### src/rtl/xbus_pkg.sv
package xbus_pkg;
  localparam int unsigned LANES = 2;
  typedef logic [LANES-1:0] lane_t;
  localparam logic [2:0] FC_CPU_SPACE = 3'b111;

  function automatic lane_t strobe_lanes(input logic uds_n, input logic lds_n);
    return {~uds_n, ~lds_n};
  endfunction
endpackage

### src/rtl/xbus_decode.sv
module xbus_decode #(
  parameter int unsigned ADDR_W = 23,
  parameter int unsigned BASE_W = 7,
  parameter logic [BASE_W-1:0] BASE = 7'h06
) (
  input  logic [ADDR_W-1:0] addr_i,
  input  logic [2:0]        fc_i,
  input  logic              bgack_ni,
  output logic              hit_o,
  output logic              io_o
);
  import xbus_pkg::*;
  localparam int unsigned IO_BIT = ADDR_W - BASE_W - 1;

  logic base_match, space_ok;

  assign base_match = (addr_i[ADDR_W-1 -: BASE_W] == BASE);
  // fc only meaningful when the processor owns the bus
  assign space_ok   = !bgack_ni || (fc_i != FC_CPU_SPACE);
  assign hit_o      = base_match && space_ok;
  assign io_o       = addr_i[IO_BIT];
endmodule

### src/rtl/xbus_cycle_trk.sv
module xbus_cycle_trk (
  input  logic clk_i,
  input  logic rst_ni,
  input  logic as_ni,
  input  logic ds_any_i,
  input  logic hit_i,
  input  logic read_i,
  output logic start_o,
  output logic sel_o,
  output logic wait_o,
  output logic rmw_o,
  output logic wr_stb_o,
  output logic rd_stb_o
);
  logic sel_q, served_q, seen_q, rmw_q, ready_q, wr_q, rd_q;

  assign start_o = !as_ni && ds_any_i && !served_q && hit_i;

  always_ff @(posedge clk_i or negedge rst_ni) begin
    if (!rst_ni) begin
      sel_q    <= 1'b0;
      served_q <= 1'b0;
      seen_q   <= 1'b0;
      rmw_q    <= 1'b0;
      ready_q  <= 1'b0;
      wr_q     <= 1'b0;
      rd_q     <= 1'b0;
    end else begin
      sel_q    <= !as_ni && hit_i;
      served_q <= !as_ni && ds_any_i;
      seen_q   <= !as_ni && (seen_q || start_o);
      // second strobe fall under one held address strobe marks a locked sequence
      rmw_q    <= !as_ni && (rmw_q || (start_o && seen_q));
      ready_q  <= !as_ni && ds_any_i && (ready_q || wr_q || rd_q);
      wr_q     <= start_o && !read_i;
      rd_q     <= start_o && read_i;
    end
  end

  assign sel_o    = sel_q;
  assign wait_o   = sel_q && !ready_q;
  assign rmw_o    = rmw_q;
  assign wr_stb_o = wr_q;
  assign rd_stb_o = rd_q;

  assert_stb_excl_R3: assert property (@(posedge clk_i) disable iff (!rst_ni)
    !(wr_q && rd_q));
  assert_stb_single_R3: assert property (@(posedge clk_i) disable iff (!rst_ni)
    (wr_q || rd_q) |=> !(wr_q || rd_q));
  assert_rmw_hold_R8: assert property (@(posedge clk_i) disable iff (!rst_ni)
    (rmw_q && !as_ni) |=> rmw_q);
  assert_wait_drop_R9: assert property (@(posedge clk_i) disable iff (!rst_ni)
    (wr_q || rd_q) |=> !wait_o);
  assert_sel_idle_R1: assert property (@(posedge clk_i) disable iff (!rst_ni)
    as_ni |=> !sel_q);
endmodule

### src/rtl/xbus_regfile.sv
module xbus_regfile #(
  parameter int unsigned NREGS = 16,
  parameter int unsigned DW    = 16,
  localparam int unsigned IDX_W = $clog2(NREGS),
  localparam int unsigned NL    = DW / 8
) (
  input  logic             clk_i,
  input  logic             rst_ni,
  input  logic             we_i,
  input  logic [IDX_W-1:0] idx_i,
  input  logic [NL-1:0]    be_i,
  input  logic [DW-1:0]    wdata_i,
  output logic [DW-1:0]    rdata_o
);
  logic [DW-1:0] regs_q [NREGS];

  for (genvar r = 0; r < NREGS; r++) begin : g_reg
    for (genvar l = 0; l < NL; l++) begin : g_lane
      always_ff @(posedge clk_i or negedge rst_ni) begin
        if (!rst_ni) regs_q[r][l*8 +: 8] <= '0;
        else if (we_i && be_i[l] && (idx_i == IDX_W'(r)))
          regs_q[r][l*8 +: 8] <= wdata_i[l*8 +: 8];
      end
    end
  end

  assign rdata_o = regs_q[idx_i];
endmodule

### src/rtl/xbus_slave.sv
module xbus_slave #(
  parameter int unsigned ADDR_W = 23,
  parameter int unsigned DW     = 16,
  parameter int unsigned BASE_W = 7,
  parameter logic [BASE_W-1:0] BASE = 7'h06,
  parameter int unsigned NREGS  = 16
) (
  input  logic              clk_i,
  input  logic              rst_ni,
  input  logic              as_ni,
  input  logic              read_i,
  input  logic [ADDR_W-1:0] addr_i,
  input  logic              uds_ni,
  input  logic              lds_ni,
  input  logic [2:0]        fc_i,
  input  logic              bgack_ni,
  input  logic              doe_i,
  input  logic [DW-1:0]     data_i,
  output logic [DW-1:0]     data_o,
  output logic              data_oe_o,
  output logic              sel_o,
  output logic              wait_o,
  output logic              rmw_o,
  output logic              wr_stb_o,
  output logic              rd_stb_o,
  output logic [1:0]        be_o
);
  import xbus_pkg::*;
  localparam int unsigned IDX_W = $clog2(NREGS);

  logic hit, io, start, ds_any;
  lane_t be_q;
  logic [IDX_W-1:0] idx_q;
  logic [DW-1:0] wdata_q, rdata, rd_q;
  logic read_q, io_q, rd_valid_q;

  assign ds_any = !uds_ni || !lds_ni;

  xbus_decode #(.ADDR_W(ADDR_W), .BASE_W(BASE_W), .BASE(BASE)) u_dec (
    .addr_i(addr_i), .fc_i(fc_i), .bgack_ni(bgack_ni), .hit_o(hit), .io_o(io)
  );

  xbus_cycle_trk u_trk (
    .clk_i(clk_i), .rst_ni(rst_ni), .as_ni(as_ni), .ds_any_i(ds_any),
    .hit_i(hit), .read_i(read_i), .start_o(start), .sel_o(sel_o),
    .wait_o(wait_o), .rmw_o(rmw_o), .wr_stb_o(wr_stb_o), .rd_stb_o(rd_stb_o)
  );

  always_ff @(posedge clk_i or negedge rst_ni) begin
    if (!rst_ni) begin
      be_q    <= '0;
      idx_q   <= '0;
      wdata_q <= '0;
      read_q  <= 1'b0;
      io_q    <= 1'b0;
    end else if (start) begin
      // memory-half reads are cacheable: always whole word
      be_q    <= (read_i && !io) ? lane_t'(2'b11) : strobe_lanes(uds_ni, lds_ni);
      idx_q   <= addr_i[IDX_W-1:0];
      wdata_q <= data_i;
      read_q  <= read_i;
      io_q    <= io;
    end
  end

  always_ff @(posedge clk_i or negedge rst_ni) begin
    if (!rst_ni) begin
      rd_q       <= '0;
      rd_valid_q <= 1'b0;
    end else begin
      if (rd_stb_o) rd_q <= rdata;
      rd_valid_q <= !as_ni && ds_any && (rd_valid_q || rd_stb_o);
    end
  end

  xbus_regfile #(.NREGS(NREGS), .DW(DW)) u_rf (
    .clk_i(clk_i), .rst_ni(rst_ni), .we_i(wr_stb_o), .idx_i(idx_q),
    .be_i(be_q), .wdata_i(wdata_q), .rdata_o(rdata)
  );

  assign be_o      = be_q;
  assign data_oe_o = sel_o && read_q && rd_valid_q && doe_i && !as_ni;
  assign data_o    = data_oe_o ? rd_q : '0;

  assert_oe_doe_R6: assert property (@(posedge clk_i) disable iff (!rst_ni)
    data_oe_o |-> (doe_i && sel_o));
  assert_release_R7: assert property (@(posedge clk_i) disable iff (!rst_ni)
    as_ni |-> !data_oe_o);
  assert_mem_be_R5: assert property (@(posedge clk_i) disable iff (!rst_ni)
    (rd_stb_o && !io_q) |-> (be_o == 2'b11));
endmodule

### config.mk
export PLATFORM = sky130hd
export DESIGN_NAME = xbus_slave
export DESIGN_NICKNAME = d
export VERILOG_FILES = /design/src/rtl/xbus_pkg.sv /design/src/rtl/xbus_decode.sv /design/src/rtl/xbus_cycle_trk.sv /design/src/rtl/xbus_regfile.sv /design/src/rtl/xbus_slave.sv
export SDC_FILE = /design/constraint.sdc
export NUM_CORES = 1
export LEC_CHECK = 0
export BUFFER_PORTS_ARGS = -buffer_cell sky130_fd_sc_hd__buf_2
export CAP_MARGIN = 20
export CORE_MARGIN = 2
export CORE_UTILIZATION = 50
export CTS_CLUSTER_SIZE = 16
export DETAILED_ROUTE_END_ITERATION = 8
export GPL_TIMING_DRIVEN = 0
export PLACE_DENSITY = 0.67
export RECOVER_POWER = 50
export SLEW_MARGIN = 20
export SYNTH_ARGS = -nofsm -noshare
export SYNTH_HDL_FRONTEND = slang
export SYNTH_HIERARCHICAL = 1
export SYNTH_SLANG_ARGS = --single-unit
### constraint.sdc
create_clock -name clk_i -period 3.35 [get_ports clk_i]
set_input_delay 0.335 -clock clk_i [delete_from_list [all_inputs] [get_ports clk_i]]
set_output_delay 0.335 -clock clk_i [all_outputs]
set_load 0.05 [all_outputs]
==> impl_metrics.sql, run 1 <==
INSERT INTO impl_metrics (metric_group, metric, value, unit) VALUES
('worst_setup_path', 'cp_cell_sequence', 'buf_2 -> buf_2 -> buf_1 -> mux4_2 -> a22oi_1 -> nand2_1 -> mux2_4', ''),
('timing', 'worstMarginPinSlew', '1.63', 'ns'),
('synth', 'synthArstFlopShare', '1.00', ''),
('cells_and_area', 'multi_input_area', '5790', 'um2'),
('power_and_ir_drop', 'irDropWorstVdd', '237', 'uV'),
('worst_setup_path', 'top_delay_family_on_crit_path', 'buffers and inverters', ''),
('power_and_ir_drop', 'power', '7.60', 'mW'),
('cells_and_area', 'top_library_cells_by_usage_in_the_layout_fill_and_taps_aside', 'sky130_fd_sc_hd__dfrtp_1, sky130_fd_sc_hd__mux2_2, sky130_fd_sc_hd__buf_2', ''),
('clock_tree', 'cts.clk_slew.worst_paths', '0.06', 'ns'),
('clock_tree', 'cts_max_path_buffers', '3', ''),
('die', 'rows', '60', ''),
('timing', 'fmaxAchievable', '366', 'MHz'),
('timing', 'final.setup_skew', '0.0189', 'ns'),
('die', 'i_o_pin_count', '74', ''),
('cells_and_area', 'syn2layout_area_growth', '13.1', '%'),
('grt', 'grt_overflow_total', '0', ''),
('grt', 'pin_count_of_the_biggest_net_entering_global_routing', '97', ''),
('cells_and_area', 'final_cell_area', '15500', 'um2'),
('die', 'core_area', '27000', 'um2'),
('synth', 'count_of_flip_flops_with_a_built_in_enable_after_synthesis', '0', ''),
('timing', 'timing.setup.tns', '0', 'ns'),
('status', 'run_status', 'finished with violations', ''),
('timing', 'hold_slack', '0.0491', 'ns'),
('place', 'place.port_buffers', '61', ''),
('worst_setup_path', 'path_common_cell', 'sky130_fd_sc_hd__buf_2', ''),
('cells_and_area', 'num-fill-cells', '2079', ''),
('worst_setup_path', 'cp_slowest_stage_delay', '0.67', 'ns'),
('grt', 'grt_antenna_before_repair', '0', ''),
('timing', 'crit_path_setup_slack_layout', '0.619', 'ns'),
('timing', 'final_min_period_over_clock_period', '0.815', ''),
('clock_tree', 'cts_max_level', '2', ''),
('routing', 'drt-wirelength-per-cell', '21.4', 'um'),
('place', 'dp_cells', '1281', ''),
('cells_and_area', 'layout-drive-gt1-share', '0.504', ''),
('timing', 'timing.final.setup_violations', '0', ''),
('min_path', 'worstHoldStart', 'data_i[13]', ''),
('synth', 'ys_seq_elements', '303', ''),
('clock_tree', 'tritoncts', 'done', ''),
('synth', 'synth_cell_types', '38', ''),
('clock_tree', 'cts_buffers', '34', ''),
('timing', 'final_max_slew_viol_count', '65', ''),
('routing', 'drt-total-wl', '28600', 'um'),
('worst_setup_path', 'worstPathRequired', '3.74', 'ns'),
('synth', 'postSynth.topFlopCell', 'sky130_fd_sc_hd__dfrtp_1', ''),
('cells_and_area', 'antennaDiodeCount', '0', ''),
('worst_setup_path', 'slowest_stage', 'sky130_fd_sc_hd__buf_1', ''),
('flow_run', 'cap_violations', '1', ''),
('synth', 'syn_area_per_cell', '15.7', 'um2'),
('timing', 'unrepaired_setup_endpoints_after_global_routing', 'no', ''),
('routing', 'detail_route.vias_per_cell', '5.76', ''),
('cells_and_area', 'finish.utilization', '0.576', ''),
('place', 'detailed_place_hpwl', '20600', 'um'),
('synth', 'mappedNetlistNets', '926', ''),
('clock_tree', 'cts_hold_buffers', '1', ''),
('worst_setup_path', 'crit_path_arrival_time', '3.12', 'ns'),
('cells_and_area', 'final_nets', '1027', ''),
('timing', 'headroom_to_the_max_slew_limit', '-0.0883', ''),
('die', 'floorplan.die.width', '170', 'um'),
('synth', 'synthesis.yosys.warnings', '6', ''),
('cells_and_area', 'seq_area', '7580', 'um2'),
('status', 'failed_checks', 'capacitance limit, slew limit', ''),
('clock_tree', 'clock_latency', '0.50', 'ns'),
('grt', 'global_route.usage.total', '0.207', ''),
('place', 'gp_congestion', '0.793', ''),
('place', 'postPlaceCellArea', '14600', 'um2'),
('min_path', 'holdCritPathClass', 'input port to flop', ''),
('worst_setup_path', 'critical_path_buf_inv_count', '3', ''),
('worst_setup_path', 'critical_path.reg2reg.startpoint', 'idx_q[1]', ''),
('routing', 'ant_nets', '0', ''),
('worst_setup_path', 'critPathLaunchType', 'flop', ''),
('die', 'initial_core_util', '0.510', '');
[cell type report]
cell class	instances	share of cell area
plain buffers	57	0.0169
well taps	341	0.0275
multi-input cells	513	0.373
flip-flops and latches	303	0.488
repair buffers	65	0.0239
clock inverters	6	0.00403
clock buffers	49	0.0662
inverters	3	0.000725
[power by group]
| part | leakage (nW) | switching, mW | internal (mW) |
|---|---|---|---|
| clock | 0.543 | 1.41 | 2.20 |
| combinational | 2.72 | 0.206 | 0.0834 |
| sequential | 4.23 | 0.0275 | 3.68 |
[registers in the layout, summed over array words and instances, names as in the netlist, 2 cells and up]
name,count
be_o,2
u_rf/regs_q,256
wdata_q,16
rd_q,16
idx_q,4
[worst max-delay path by stage]
stage / start / cells past startpoint / to
2_1_floorplan: u_trk/sel_o / 3 / data_o[10]
3_3_place_gp: rst_ni / 1 / u_rf/regs_q[236]
3_5_place_dp: idx_q[1] / 7 / rd_q[12]
4_1_cts: idx_q[1] / 7 / rd_q[3]
5_1_grt: rst_ni / 4 / u_rf/regs_q[166]
6_report: idx_q[1] / 7 / rd_q[13]
[routing by layer]
layer	vias to the layer above	wire length [um]	global-route usage
li1	3452	-	-
met1	4043	14200	0.314
met2	171	12600	0.308
met3	32	1400	0.0457
met4	0	414	0.0446
met5	-	0	0
[Yosys cell counts (3+ instances only)]
master | count | share of area
sky130_fd_sc_hd__a22oi_1 | 32 | 0.017
sky130_fd_sc_hd__buf_2 | 17 | 0.0062
sky130_fd_sc_hd__buf_4 | 3 | 0.0016
sky130_fd_sc_hd__mux2_4 | 25 | 0.027
sky130_fd_sc_hd__nand2_1 | 35 | 0.0096
sky130_fd_sc_hd__buf_6 | 3 | 0.0025
sky130_fd_sc_hd__nor2_1 | 21 | 0.0057
sky130_fd_sc_hd__inv_1 | 3 | 0.00082
sky130_fd_sc_hd__clkbuf_1 | 30 | 0.0082
sky130_fd_sc_hd__nand4b_1 | 3 | 0.0019
sky130_fd_sc_hd__nor2b_1 | 5 | 0.0023
sky130_fd_sc_hd__nor2_4 | 6 | 0.0049
sky130_fd_sc_hd__nor2_2 | 19 | 0.0087
sky130_fd_sc_hd__nand4_1 | 8 | 0.0036
sky130_fd_sc_hd__dfrtp_1 | 303 | 0.55
sky130_fd_sc_hd__mux4_2 | 64 | 0.10
sky130_fd_sc_hd__and2b_1 | 3 | 0.0016
sky130_fd_sc_hd__mux2_1 | 3 | 0.0025
sky130_fd_sc_hd__nand2b_1 | 3 | 0.0014
sky130_fd_sc_hd__mux2_2 | 265 | 0.22
[cells by family (layout without fill, tap and decap cells)]
group	Yosys count	count (layout)	share of synthesized area
DFF	303	303	0.552
muxes	357	357	0.352
AOI/OAI and AO/OA	38	38	0.0207
buffers and inverters	60	180	0.0228
and+or+nand+nor	118	118	0.0527
Power figures use the tool's default switching activity.
==> inputs of run 2 (changes only) <==
--- a/config.mk
+++ b/config.mk
@@ -12,7 +12,7 @@
 export CTS_CLUSTER_SIZE = 16
 export DETAILED_ROUTE_END_ITERATION = 8
 export GPL_TIMING_DRIVEN = 0
-export PLACE_DENSITY = 0.67
+export PLACE_DENSITY = 0.7
 export RECOVER_POWER = 50
 export SLEW_MARGIN = 20
 export SYNTH_ARGS = -nofsm -noshare
==> constraint.sdc (replaced) <==
create_clock -name clk_i -period 2.4 [get_ports clk_i]
set_input_delay 0.24 -clock clk_i [delete_from_list [all_inputs] [get_ports clk_i]]
set_output_delay 0.24 -clock clk_i [all_outputs]
set_load 0.05 [all_outputs]
==> impl_metrics.sql, run 2 (same netlist as run 1, synthesis figures left out) <==
INSERT INTO impl_metrics (metric_group, metric, value, unit) VALUES
('place', 'dp_cells', '1281', ''),
('grt', 'grt_antenna_before_repair', '0', ''),
('cells_and_area', 'layout-drive-gt1-share', '0.526', ''),
('timing', 'timing.final.setup_violations', '0', ''),
('timing', 'layout_min_cycle_time', '2.31', 'ns'),
('die', 'initial_core_util', '0.510', ''),
('grt', 'global_route.usage.total', '0.212', ''),
('timing', 'final_max_slew_viol_count', '0', ''),
('worst_setup_path', 'slowest_stage', 'sky130_fd_sc_hd__mux4_2', ''),
('cells_and_area', 'seq_area', '7580', 'um2'),
('routing', 'drt-total-wl', '29500', 'um'),
('timing', 'fmaxAchievable', '432', 'MHz'),
('worst_setup_path', 'critical_path.reg2reg.startpoint', 'idx_q[0]', ''),
('worst_setup_path', 'critical_path_peak_fanout', '10', ''),
('cells_and_area', 'largest_register_ffs', '256', ''),
('grt', 'via_count_of_the_first_global_routing_pass', '8154', ''),
('clock_tree', 'clock_sinks', '303', ''),
('cells_and_area', 'syn2layout_area_growth', '15.7', '%'),
('clock_tree', 'clock_latency', '0.55', 'ns'),
('power_and_ir_drop', 'irDropWorstVdd', '591', 'uV'),
('cells_and_area', 'final_nets', '1050', ''),
('grt', 'grt_pass1_wl', '47700', 'um'),
('flow_run', 'cap_violations', '0', ''),
('worst_setup_path', 'worstPathRequired', '2.83', 'ns'),
('die', 'core_area', '27000', 'um2'),
('worst_setup_path', 'worst-setup-path-type', 'flop to flop', ''),
('die', 'die_h', '170', 'um'),
('cells_and_area', 'most_common_cell_after_layout_fill_and_taps_aside', 'sky130_fd_sc_hd__dfrtp_1', ''),
('routing', 'ant_nets', '0', ''),
('routing', 'dr_total_vias', '7911', ''),
('routing', 'detailedRoute.firstIterationViolations', '551', ''),
('worst_setup_path', 'top_delay_family_on_crit_path', 'multiplexers', ''),
('cells_and_area', 'multi_input_area', '5890', 'um2'),
('cells_and_area', 'num-fill-cells', '2025', ''),
('worst_setup_path', 'cp-end-kind', 'flop', ''),
('cells_and_area', 'finish.utilization', '0.590', ''),
('cells_and_area', 'top_library_cells_by_usage_in_the_layout_fill_and_taps_aside', 'sky130_fd_sc_hd__dfrtp_1, sky130_fd_sc_hd__mux2_2, sky130_fd_sc_hd__mux4_2', ''),
('cells_and_area', 'registers.top_by_ff_count', 'u_rf/regs_q', ''),
('clock_tree', 'tritoncts', 'done', ''),
('die', 'rows', '60', ''),
('place', 'gp_congestion', '0.783', ''),
('routing', 'drcViolationCount', '0', ''),
('clock_tree', 'cts.clk_slew.worst_paths', '0.06', 'ns'),
('min_path', 'holdCritPathClass', 'input port to asynchronous set/reset pin', ''),
('worst_setup_path', 'cp_cell_sequence', 'buf_2 -> buf_6 -> buf_6 -> mux4_2 -> a22oi_1 -> nand2_1 -> mux2_4', ''),
('routing', 'detail_route.vias_per_cell', '5.81', ''),
('timing', 'unrepaired_setup_endpoints_after_global_routing', 'yes', ''),
('worst_setup_path', 'cp_slowest_stage_delay', '0.52', 'ns'),
('place', 'place.port_buffers', '61', ''),
('clock_tree', 'ctsRootBufferMaster', 'sky130_fd_sc_hd__clkbuf_16', ''),
('power_and_ir_drop', 'power_leakage', '7.61', 'nW'),
('grt', 'pin_count_of_the_biggest_net_entering_global_routing', '92', ''),
('clock_tree', 'cts_buffers', '31', ''),
('timing', 'headroom_to_the_max_slew_limit', '0.143', ''),
('worst_setup_path', 'crit_path_arrival_time', '2.74', 'ns'),
('clock_tree', 'cts_max_path_buffers', '3', ''),
('worst_setup_path', 'regToRegEndpoint', 'rd_q[10]', ''),
('worst_setup_path', 'path_common_cell', 'sky130_fd_sc_hd__buf_6', ''),
('power_and_ir_drop', 'power', '10.5', 'mW'),
('die', 'floorplan.die.width', '170', 'um'),
('power_and_ir_drop', 'power_density', '658', 'nW/um2'),
('die', 'i_o_pin_count', '74', ''),
('worst_setup_path', 'critPathLaunchType', 'flop', ''),
('clock_tree', 'post_cts.repair.setup_buffers', '0', ''),
('worst_setup_path', 'critical_path_buf_inv_count', '3', ''),
('timing', 'hold_viol_final', '0', ''),
('cells_and_area', 'reg_top3', 'u_rf/regs_q x256, rd_q x16, wdata_q x16', ''),
('status', 'run_status', 'completed', ''),
('worst_setup_path', 'reg2reg_depth', '7', ''),
('cells_and_area', 'antennaDiodeCount', '0', ''),
('timing', 'worstMarginPinSlew', '1.29', 'ns'),
('timing', 'final_min_period_over_clock_period', '0.963', ''),
('grt', 'grt_overflow_total', '0', ''),
('timing', 'final.setup_skew', '0.0210', 'ns'),
('die', 'die_area', '28800', 'um2'),
('place', 'detailed_place_hpwl', '20800', 'um'),
('clock_tree', 'cts_max_level', '1', ''),
('worst_setup_path', 'worst-r2r-setup-slack', '0.09', 'ns'),
('routing', 'drt_pass1_iterations', '5', ''),
('cells_and_area', 'layoutNonFillerInstCount', '1362', ''),
('routing', 'drt-wirelength-per-cell', '21.6', 'um');
-- run 2: changes by cell type in the layout (fill, tap and decap cells not counted), sizes merged --
cell         change
dlygate4sd3     +26
buf              +2
clkbuf          -10
clkinvlp         +1
clkinv           +6
inv              -2
bufinv           +2
-- run 2: final cells by class --
class                      count  share of cell area
inverter                       3            0.000708
multi-input combinational    513               0.371
clock buffer                  41              0.0556
sequential                   303               0.477
tap                          341              0.0268
timing repair buffer          91              0.0393
buffer                        57              0.0210
clock inverter                13             0.00897
-- run 2: timing repair --
action	in CTS	in global routing
resized for setup	17	15
setup endpoints to repair	16	15
hold buffers	27	0
endpoints found under the hold margin	146	0
-- run 2: worst max-delay path by stage --
stage	endpoint	cells past startpoint	slack, ns	start
final	rd_q[10]	7	0.09	idx_q[0]
after global routing	rd_q[11]	7	-0.01	idx_q[0]
after CTS	rd_q[11]	6	0.008	idx_q[0]
after detailed placement	rd_q[13]	7	-0.44	idx_q[1]
after global placement	wdata_q[9]	1	-4.61	rst_ni
after floorplan	rd_q[10]	7	0.35	idx_q[0]
-- run 2: power breakdown --
| part | switching (mW) | internal [mW] |
|---|---|---|
| registers | 0.0396 | 5.13 |
| clock network | 1.95 | 2.88 |
| logic | 0.301 | 0.158 |
| total | 2.29 | 8.17 |
-- run 2: layer usage --
layer | GRT usage | vias up | share of wire
li1 | - | 3492 | -
met3 | 0.0326 | 27 | 0.042
met1 | 0.322 | 4225 | 0.49
met4 | 0.0416 | 0 | 0.011
met2 | 0.327 | 167 | 0.46
met5 | 0 | - | 0
-- run 2: through the flow --
stage | area (um2) | setup WS, ns | hold WS (ns) | TNS (ns)
floorplan | 13700 | 0.353 | -0.0556 | 0
global placement | 14500 | -4.61 | 0.457 | -1388.46
detailed placement | 14600 | -0.440 | 0.139 | -5.55
CTS | 15900 | 0.00755 | 0.136 | 0
global route | 15900 | -0.0129 | 0.145 | -0.0220
finish | 15900 | 0.0877 | 0.137 | 0
